===== config.mk =====
export PLATFORM = sky130hd
export DESIGN_NAME = aluTop
export DESIGN_NICKNAME = d
export VERILOG_FILES = /design/src/rtl/aluPkg.sv /design/src/rtl/aluControl.sv /design/src/rtl/aluDatapath.sv /design/src/rtl/aluTop.sv
export SDC_FILE = /design/constraint.sdc
export NUM_CORES = 1
export LEC_CHECK = 0
export CAP_MARGIN = 15
export CORE_AREA = 2 2 39 41
export CTS_CLUSTER_DIAMETER = 50
export DETAILED_ROUTE_END_ITERATION = 10
export DIE_AREA = 0 0 41 43
export PLACE_DENSITY_LB_ADDON = 0.08
export SLEW_MARGIN = 20
export SYNTH_ARGS = -nofsm -noshare
export SYNTH_HDL_FRONTEND = slang
export SYNTH_SLANG_ARGS = --single-unit

===== constraint.sdc =====
create_clock -name clk -period 3.2 [get_ports clk]
set_input_delay 0.64 -clock clk [delete_from_list [all_inputs] [get_ports clk]]
set_output_delay 0.64 -clock clk [all_outputs]
set_load 0.02 [all_outputs]

===== src/rtl/aluPkg.sv =====
package aluPkg;
  typedef struct packed {
    logic       logicMode;
    logic       carryIn;
    logic [1:0] orSel;
    logic [1:0] andSel;
  } aluCtrl_t;
endpackage


===== src/rtl/aluControl.sv =====
module aluControl
  import aluPkg::*;
(
  input  logic [3:0] sel,
  input  logic       modeLogic,
  input  logic       carryInN,
  output aluCtrl_t   ctrl
);
  always_comb begin
    ctrl.logicMode = modeLogic;
    ctrl.carryIn   = ~carryInN & ~modeLogic;
    ctrl.orSel     = sel[1:0];
    ctrl.andSel    = sel[3:2];
  end
endmodule


===== src/rtl/aluDatapath.sv =====
module aluDatapath
  import aluPkg::*;
#(
  parameter int WIDTH = 4
) (
  input  logic             clk,
  input  logic             rstN,
  input  logic [WIDTH-1:0] a,
  input  logic [WIDTH-1:0] b,
  input  aluCtrl_t         ctrl,
  output logic [WIDTH-1:0] f,
  output logic             coutN,
  output logic             gN,
  output logic             pN
);
  logic [WIDTH-1:0] orTerm, andTerm, halfSum, fNext;
  logic [WIDTH:0]   carry;
  logic             grpGen, grpProp, coutNext;

  // per-bit term formation
  for (genvar i = 0; i < WIDTH; i++) begin : g_bit
    assign orTerm[i]  = a[i] | (ctrl.orSel[0] & b[i]) | (ctrl.orSel[1] & ~b[i]);
    assign andTerm[i] = (ctrl.andSel[1] & a[i] & b[i]) | (ctrl.andSel[0] & a[i] & ~b[i]);
    assign halfSum[i] = orTerm[i] ^ andTerm[i];
  end

  // flattened lookahead: every carry is a two-level sum of products
  always_comb begin
    logic acc;
    logic term;
    carry    = '0;
    carry[0] = ctrl.carryIn;
    grpGen   = 1'b0;
    grpProp  = 1'b1;
    for (int i = 1; i <= WIDTH; i++) begin
      acc = ctrl.carryIn;
      for (int j = 0; j < i; j++) acc = acc & orTerm[j];
      carry[i] = acc;
      for (int k = 0; k < i; k++) begin
        term = andTerm[k];
        for (int j = k + 1; j < i; j++) term = term & orTerm[j];
        carry[i] = carry[i] | term;
        if (i == WIDTH) grpGen = grpGen | term;
      end
    end
    for (int j = 0; j < WIDTH; j++) grpProp = grpProp & orTerm[j];
  end

  assign fNext    = ctrl.logicMode ? ~halfSum : (halfSum ^ carry[WIDTH-1:0]);
  assign coutNext = ctrl.logicMode ? 1'b1 : ~carry[WIDTH];

  always_ff @(posedge clk) begin
    if (!rstN) begin
      f     <= '0;
      coutN <= 1'b1;
      gN    <= 1'b1;
      pN    <= 1'b1;
    end else begin
      f     <= fNext;
      coutN <= coutNext;
      gN    <= ~grpGen;
      pN    <= ~grpProp;
    end
  end
endmodule


===== src/rtl/aluTop.sv =====
module aluTop
  import aluPkg::*;
#(
  parameter int WIDTH = 4
) (
  input  logic             clk,
  input  logic             rstN,
  input  logic [WIDTH-1:0] a,
  input  logic [WIDTH-1:0] b,
  input  logic [3:0]       sel,
  input  logic             modeLogic,
  input  logic             carryInN,
  output logic [WIDTH-1:0] f,
  output logic             carryOutN,
  output logic             genN,
  output logic             propN,
  output logic             aEqB
);
  aluCtrl_t ctrl;

  aluControl u_ctrl (
    .sel(sel), .modeLogic(modeLogic), .carryInN(carryInN), .ctrl(ctrl)
  );

  aluDatapath #(.WIDTH(WIDTH)) u_dp (
    .clk(clk), .rstN(rstN), .a(a), .b(b), .ctrl(ctrl),
    .f(f), .coutN(carryOutN), .gN(genN), .pN(propN)
  );

  assign aEqB = &f;
endmodule


* Yosys cells after proc, flatten, opt, wreduce, memory -nomap -nowiden *
Index checks and enable logic that the tools add are counted.

word-level totals
  bits in registers = 7
  bits of input ports = 16
  output and inout port bits = 8
  word-level logic and storage cells = 86

operators by class
  multiplexer cells = 1
  bitwise operators = 79
  reduce and logical (&&, ||, !) cells = 2

operators with widths
  operator             number
  AND 1 bit            38
  bitwise OR 1 bit     25
  NOT 1 bit            10
  two-way mux 4 bit    1
  NOT 4 bit            1
  AND reduction 4 bit  1
  bitwise XOR 1 bit    4
  bitwise XOR 4 bit    1
  OR reduction 2 bit   1

* Longest topological paths before layout *
Gate-level depths: netlist of the first run.

  depth after elaboration = 12
  mapped depth = 5
  gate-level depth less buffers = 5

* Hierarchy *
A second synthesis of the first run with hierarchy kept.

unflattened totals
  cells, all modules = 69
  area total of the unflattened synthesis = 545.5 µm²

modules (own cells, without submodules)
  module       times used  cells an instance  area an instance (µm²)  sequential area each (µm²)
  aluDatapath  1           62                 495.5                   140.1
  aluControl   1           6                  41.3                    0.0
  aluTop       1           1                  8.8                     0.0

* Worst setup path after synthesis of the first run *
Ideal clock, no wire load.

  kind = in2reg
  start = input port b[0]
  end = register u_dp.f[3]
  setup time = 115 ps
  data arrival time = 1520 ps
  required time = 3085 ps
  path slack = 1564 ps
  stages = 5
  path buffers = 0
  path through = mux2_4 o21ai_2 a311oi_2 nor3_1 and3b_1

between the ends
  cells in the longest elaborated chain, start to end = 11
  elaborated cells on any way between the ends = 18
  classes of those cells = mux (1); bitwise (17)

ends and longest elaborated chain
  what                                           line                                  source
  start, declared                                aluTop.sv:9                           input logic [WIDTH-1:0] b,
  AND 1 bit or NOT 1 bit (tied branches)         aluDatapath.sv:22, aluDatapath.sv:23
  bitwise OR 1 bit or AND 1 bit (tied branches)  aluDatapath.sv:22                     assign orTerm[i] = a[i] | (ctrl.orSel[0] & b[i]) | (ctrl.orSel[1] & ~b[i]);
  bitwise OR 1 bit                               aluDatapath.sv:22
  AND 1 bit (3 in a row)                         aluDatapath.sv:37                     for (int j = 0; j < i; j++) acc = acc & orTerm[j];
  bitwise OR 1 bit * (3 in a row)                aluDatapath.sv:42                     carry[i] = carry[i] | term;
  bitwise XOR 4 bit *                            aluDatapath.sv:49                     assign fNext = ctrl.logicMode ? ~halfSum : (halfSum ^ carry[WIDTH-1:0]);
  two-way mux 4 bit *                            aluDatapath.sv:49
  end signal, assigned                           aluDatapath.sv:59                     f <= fNext;
  end, declared                                  aluDatapath.sv:11                     output logic [WIDTH-1:0] f,

Mark *: on every way between the ends. The rest lies on a longest branch, timed or not.
A chain may end at the register's enable or synchronous reset.

* Worst setup path in the final report of the first run *
  start = input port b[1]
  end = register u_dp.f[3]

between the ends
  cells in the longest elaborated chain, start to end = 10
  elaborated cells on any way between the ends = 18
  classes of those cells = mux (1); bitwise (17)

ends and longest elaborated chain
  what                                              line
  AND 1 bit or NOT 1 bit (tied branches)            aluDatapath.sv:22, aluDatapath.sv:23
  bitwise OR 1 bit or AND 1 bit (tied branches)     aluDatapath.sv:22
  bitwise OR 1 bit                                  aluDatapath.sv:22
  AND 1 bit, on equally long branches (2 in a row)  aluDatapath.sv:37, aluDatapath.sv:41
  bitwise OR 1 bit                                  aluDatapath.sv:42
  bitwise OR 1 bit * (2 in a row)                   aluDatapath.sv:42
  bitwise XOR 4 bit *                               aluDatapath.sv:49
  two-way mux 4 bit *                               aluDatapath.sv:49

Marks and branches as above.

==> metrics.yaml, run 1 <==
outcome: "finished, final reports clean"
crit_arrival_ns: 2.16
cts_root_buf: "clkbuf_4"
dpl_worst_slack_ns: 0.924
postRouteAntennaNets: 0
fillers: 141
peakVddDrop_mv: 0.136
synth.cell_area_um2: 508
number_of_max_slew_violations_in_the_final_report: 0
synth.yosys.warnings: 0
place_hpwl_um: 931
holdCritPathClass: "in2reg"
cp_slowest_stage_delay_ns: 0.52
report.final.setup_viol: 0
grt_setup_unrepaired: "false"
start_util: 0.367
numClockSinks: 7
port_buffers: 23
number_of_buffers_inserted_during_clock_tree_synthesis: 3
cp-start-kind: "primary input"
grt_pass1_vias: 489
critical_path.cell_chain: "clkdlybuf4s50_1 -> mux2_1 -> nand2_1 -> a311oi_2 -> nor3_1 -> and3b_1"
global_route_wire_length_before_repair_mm: 1.99
worstSetupStartpoint: "b[1]"
clockBufferDepth: 2
count_of_cells_along_the_worst_hold_path: 2
timing_worst_slew_pin_value_ns: 0.409
cts_max_level: 1
syn_area_per_cell_um2: 9.07
net_count_of_the_finished_layout: 100
grt_antenna_before_repair: 0
drt_wl_total_mm: 1.07
num_io_pins: 24
asyncSetResetFlopFracSynth: 0
flow.area_growth_from_synthesis_pct: 54.4
placement_rows: 14
postCtsSetupBuffers: 0
tritoncts: "done"
slew_headroom: 0.727
synth_sequential_area_ratio: 0.276
synth_edf_count: 0
detail_route.first_pass.iterations: 3
timing.final.crit_share: 0.632
worstSetupPathType: "in2reg"
vias: 491
yosys.cell_count.top_type: "dfxtp_1"
dieWidth_um: 41
synthDominantCellAreaShare: 0.276
synth_cell_type_count: 29
seq_area_um2: 140
multi_input_area_um2: 357
grt_remaining_overflow: 0
synthTopCellsByArea: "dfxtp_1 28%, mux4_1 5.2%, a211oi_2 4.9%, mux2_1 4.4%, mux2i_1 3.9%"
post_synthesis_cells: 56
synth_flop_cell: "dfxtp_1"
postLayoutCoreUtil: 0.567
num_antenna_cells: 0
die_area_um2: 1760
cp-end-kind: "flip-flop"
synth_area_leader_cell: "dfxtp_1"
wire_per_inst_um: 10.8
pwr_density_cell_nw_per_um2: 351
count_of_state_elements_after_synthesis: 7
report.final.hold_viol_count: 0
ranking_of_synthesized_cells_by_instance_count: "7 x dfxtp_1, 4 x nand2_1, 4 x nor2_1"
fin_tns_setup_ns: 0
leakagePower_nw: 0.308
grt_util_all_layers: 0.167
clk_pin_slew_worst_paths_ns: 0.05
fin_ws_ns: 1.18
worstHoldStart: "rstN"
cts.repair.resized: 0
core-area_um2: 1380
cp_slowest_cell: "clkdlybuf4s50_1"
crit_path_max_fanout: 3
drv.max_cap_violation_count: 0
drt-initial-drc-count: 1
final_layout_size_suffix_gt1_frac: 0.145
maximum_number_of_pins_on_one_net_before_global_route_repair: 7
critPathRequiredTime_ns: 3.34
fin_crit_ns: 2.02
detail_route.vias_per_cell: 4.96
cts.hold.buffers_added: 0
gp_congestion: 0.837
synth.net_count: 72
die_height_um: 43
drt_drc_violations_left: 0
max_freq_mhz: 494
[flip-flops by register name, indices dropped and copies added, names as in the netlist]
signal      count
u_dp.coutN      1
u_dp.f          4
u_dp.gN         1
u_dp.pN         1
[routing by layer]
layer,share of wire,vias up,GRT usage
li1,-,261,-
met1,0.40,211,0.188
met2,0.53,17,0.263
met3,0.056,2,0.0314
met4,0.013,0,0.120
met5,0,-,0
[final cells by class]
| cell class | instances | area share |
|---|---|---|
| Timing Repair Buffer | 23 | 0.293 |
| Tap cell | 16 | 0.0255 |
| Sequential cell | 7 | 0.179 |
| Inverter | 3 | 0.0144 |
| Clock buffer | 4 | 0.0335 |
| Multi-Input combinational cell | 46 | 0.455 |
[power by group]
group	total (mW)	leakage (nW)	switching, mW	internal (mW)
Combinational	0.0986	0.235	0.0448	0.0538
Sequential	0.0982	0.0582	0.00260	0.0956
Clock	0.0786	0.0150	0.0311	0.0475
Total	0.275	0.308	0.0785	0.197
[cells by family (layout without fill, tap and decap cells)]
group | Yosys count | count (layout) | share of synthesized area
AO/OA/AOI/OAI | 16 | 16 | 0.254
AND/OR/NAND/NOR | 21 | 21 | 0.227
flip-flops | 7 | 7 | 0.276
buffers and inverters | 3 | 30 | 0.0222
multiplexers | 7 | 7 | 0.187
XOR/XNOR | 2 | 2 | 0.0345
[worst max-delay path: cells and delay by family]
kind / cells / cell delay (ns)
AO/OA/AOI/OAI: 1 / 0.13
buffers and inverters: 1 / 0.52
AND/OR/NAND/NOR: 3 / 0.52
multiplexers: 1 / 0.35
[metrics by stage]
stage          cell area [µm²]  hold slack [ns]  instances  power [mW]
6_report                   785             1.10         99       0.275
5_1_grt                    785             1.10         99       0.298
4_1_cts                    785             1.09         99       0.281
3_3_place_gp               758             1.36         95       0.199
2_1_floorplan              508            0.762         56       0.151
3_5_place_dp               758             1.36         95       0.199
[worst paths after layout]
| check | slack (ns) | end |
|---|---|---|
| setup / recovery | 1.18 | u_dp.f[3]$_SDFF_PN0_ |
| hold / removal | 1.10 | u_dp.f[1]$_SDFF_PN0_ |
[placed cells by master, fill, tap and decap left out, types with 2 or more instances in the layout]
cell type / count
clkdlybuf4s50_1: 23
dfxtp_1: 7
nand2_1: 4
nor2_1: 4
nor2b_1: 3
a21oi_1: 3
inv_1: 3
o21ai_0: 3
clkbuf_4: 3
o21a_1: 2
a211oi_2: 2
mux2_1: 2
mux2i_1: 2
nor3_1: 2
and3b_1: 2
and2_1: 2
Note: power is estimated with default switching activity, not from simulation.
==> run 2, diff against run 1 <==
--- a/config.mk
+++ b/config.mk
@@ -6,10 +6,10 @@
 export NUM_CORES = 1
 export LEC_CHECK = 0
 export CAP_MARGIN = 15
-export CORE_AREA = 2 2 39 41
+export CORE_MARGIN = 2
+export CORE_UTILIZATION = 35
 export CTS_CLUSTER_DIAMETER = 50
 export DETAILED_ROUTE_END_ITERATION = 10
-export DIE_AREA = 0 0 41 43
 export PLACE_DENSITY_LB_ADDON = 0.08
 export SLEW_MARGIN = 20
 export SYNTH_ARGS = -nofsm -noshare
==> constraint.sdc (replaced) <==
create_clock -name clk -period 1.82 [get_ports clk]
set_input_delay 0.364 -clock clk [delete_from_list [all_inputs] [get_ports clk]]
set_output_delay 0.364 -clock clk [all_outputs]
set_load 0.02 [all_outputs]
==> metrics.yaml, run 2 (synthesized netlist as in run 1, its figures left out) <==
outcome: "finished, final reports clean"
drt_drc_violations_left: 0  # unchanged
max_freq_mhz: 581
grt_util_all_layers: 0.159  # -0.00831
grt_pass1_vias: 504  # +3.1%
cts_max_level: 1  # unchanged
fin_crit_ns: 1.72
die_area_um2: 1770  # +0.51%
crit_arrival_ns: 1.86  # -0.30 ns
wire_per_inst_um: 11.4  # +5.6%
number_of_max_slew_violations_in_the_final_report: 0  # unchanged
net_count_of_the_finished_layout: 109  # +9.0%
leakagePower_nw: 0.353  # +14%
dpl_worst_slack_ns: -0.155  # -1.08 ns
flow.area_growth_from_synthesis_pct: 68.0
register_with_the_most_flip_flops: "u_dp.f"
timing.final.crit_share: 0.946
fin_ws_ns: 0.0979  # -1.08 ns
tritoncts: "done"
num_antenna_cells: 0  # unchanged
postRouteAntennaNets: 0  # unchanged
report.final.setup_viol: 0  # unchanged
gp_congestion: 0.811  # -3.1%
numClockSinks: 7  # unchanged
port_buffers: 23  # unchanged
start_util: 0.381  # +0.0138
cp-end-kind: "flip-flop"
num_io_pins: 24  # unchanged
cp-start-kind: "primary input"
global_route_wire_length_before_repair_mm: 2.13  # +6.9%
cts_root_buf: "clkbuf_4"
dieWidth_um: 42.1  # +2.7%
holdCritPathClass: "in2reg"
grt_antenna_before_repair: 0  # unchanged
pwr_density_cell_nw_per_um2: 586  # +67%
grt_remaining_overflow: 0  # unchanged
placement_rows: 13  # -1
total_power_uw: 500  # +82%
clk_pin_slew_worst_paths_ns: 0.05  # about the same
grt_setup_unrepaired: "false"
drt-initial-drc-count: 8  # +7
core-area_um2: 1330  # -3.6%
worstSetupPathType: "in2reg"
detail_route.first_pass.iterations: 3  # unchanged
final_layout_size_suffix_gt1_frac: 0.239  # +0.0946
vias: 550  # +12%
mostFrequentLayoutCells: "23 x clkdlybuf4s50_1, 9 x buf_4, 7 x dfxtp_1"
drv.max_cap_violation_count: 0  # unchanged
die_height_um: 42.1  # -2.1%
timing_worst_slew_pin_value_ns: 0.272  # -0.137 ns
number_of_buffers_inserted_during_clock_tree_synthesis: 3  # unchanged
detail_route.vias_per_cell: 5.14  # +3.6%
largest_reg_flops: 4  # unchanged
drt_wl_total_mm: 1.23  # +14%
critPathRequiredTime_ns: 1.96  # -1.38 ns
slew_headroom: 0.818  # +0.0916
clockBufferDepth: 2  # unchanged
place_hpwl_mm: 1.04  # +12%
layout_commonest_cell: "clkdlybuf4s50_1"
peakVddDrop_mv: 0.228  # +68%
maximum_number_of_pins_on_one_net_before_global_route_repair: 7  # unchanged
report.final.hold_viol_count: 0  # unchanged
crit_path_max_fanout: 5  # +2
fin_tns_setup_ns: 0  # unchanged
postCtsSetupBuffers: 0  # unchanged
run 2: power by group:
part / internal, mW / switching, mW / total (mW)
logic: 0.108 / 0.0841 / 0.192
clock network: 0.0833 / 0.0510 / 0.134
registers: 0.168 / 0.00530 / 0.174
run 2: repair_timing:
action                     CTS  global route
setup endpoints to repair    0             1
resized for setup            0             1
hold buffers                 0             0
run 2: metrics by stage:
step | hold slack, ns | cells | utilization | area (µm²)
2_1_floorplan | 0.486 | 56 | - | 508
6_report | 0.817 | 107 | 0.640 | 853
3_3_place_gp | 1.07 | 103 | 0.618 | 825
4_1_cts | 0.815 | 107 | 0.638 | 851
3_5_place_dp | 1.07 | 103 | 0.618 | 825
5_1_grt | 0.842 | 107 | 0.640 | 853
run 2: worst max-delay path, cell delays in order:
cell,delay [ns]
clkdlybuf4s50_1,0.53
nor2b_1,0.18
a211oi_2,0.04
buf_4,0.16
a311oi_2,0.30
o21ai_0,0.13
and3b_1,0.16
run 2: final cells by class:
cell class / count / area, µm²
fillers: 116 / 480
multi-input cells: 46 / 359
inverters: 3 / 11.3
well taps: 15 / 18.8
clock buffers: 4 / 26.3
repair buffers: 32 / 298
flip-flops and latches: 7 / 140
run 2: path summary, 6_finish.rpt:
| check | from | end | cells past startpoint |
|---|---|---|---|
| worst max-delay path | sel[1] | u_dp.f[3]$_SDFF_PN0_ | 7 |
| worst min-delay path | rstN | u_dp.f[0]$_SDFF_PN0_ | 2 |
run 2: layer usage:
layer  GRT usage  wire, µm  vias to the layer above
li1            -         -                      281
met1       0.166       527                      254
met2       0.294       642                       13
met3      0.0259        45                        2
met4      0.0938        10                        0
met5           0         0                        -
==> run 3, diff against run 2 <==
--- a/config.mk
+++ b/config.mk
@@ -10,6 +10,7 @@
 export CORE_UTILIZATION = 35
 export CTS_CLUSTER_DIAMETER = 50
 export DETAILED_ROUTE_END_ITERATION = 10
+export GPL_ROUTABILITY_DRIVEN = 0
 export PLACE_DENSITY_LB_ADDON = 0.08
 export SLEW_MARGIN = 20
 export SYNTH_ARGS = -nofsm -noshare
==> results of run 3 <==
Final layout, timing and power as in run 2 (identical DEF).
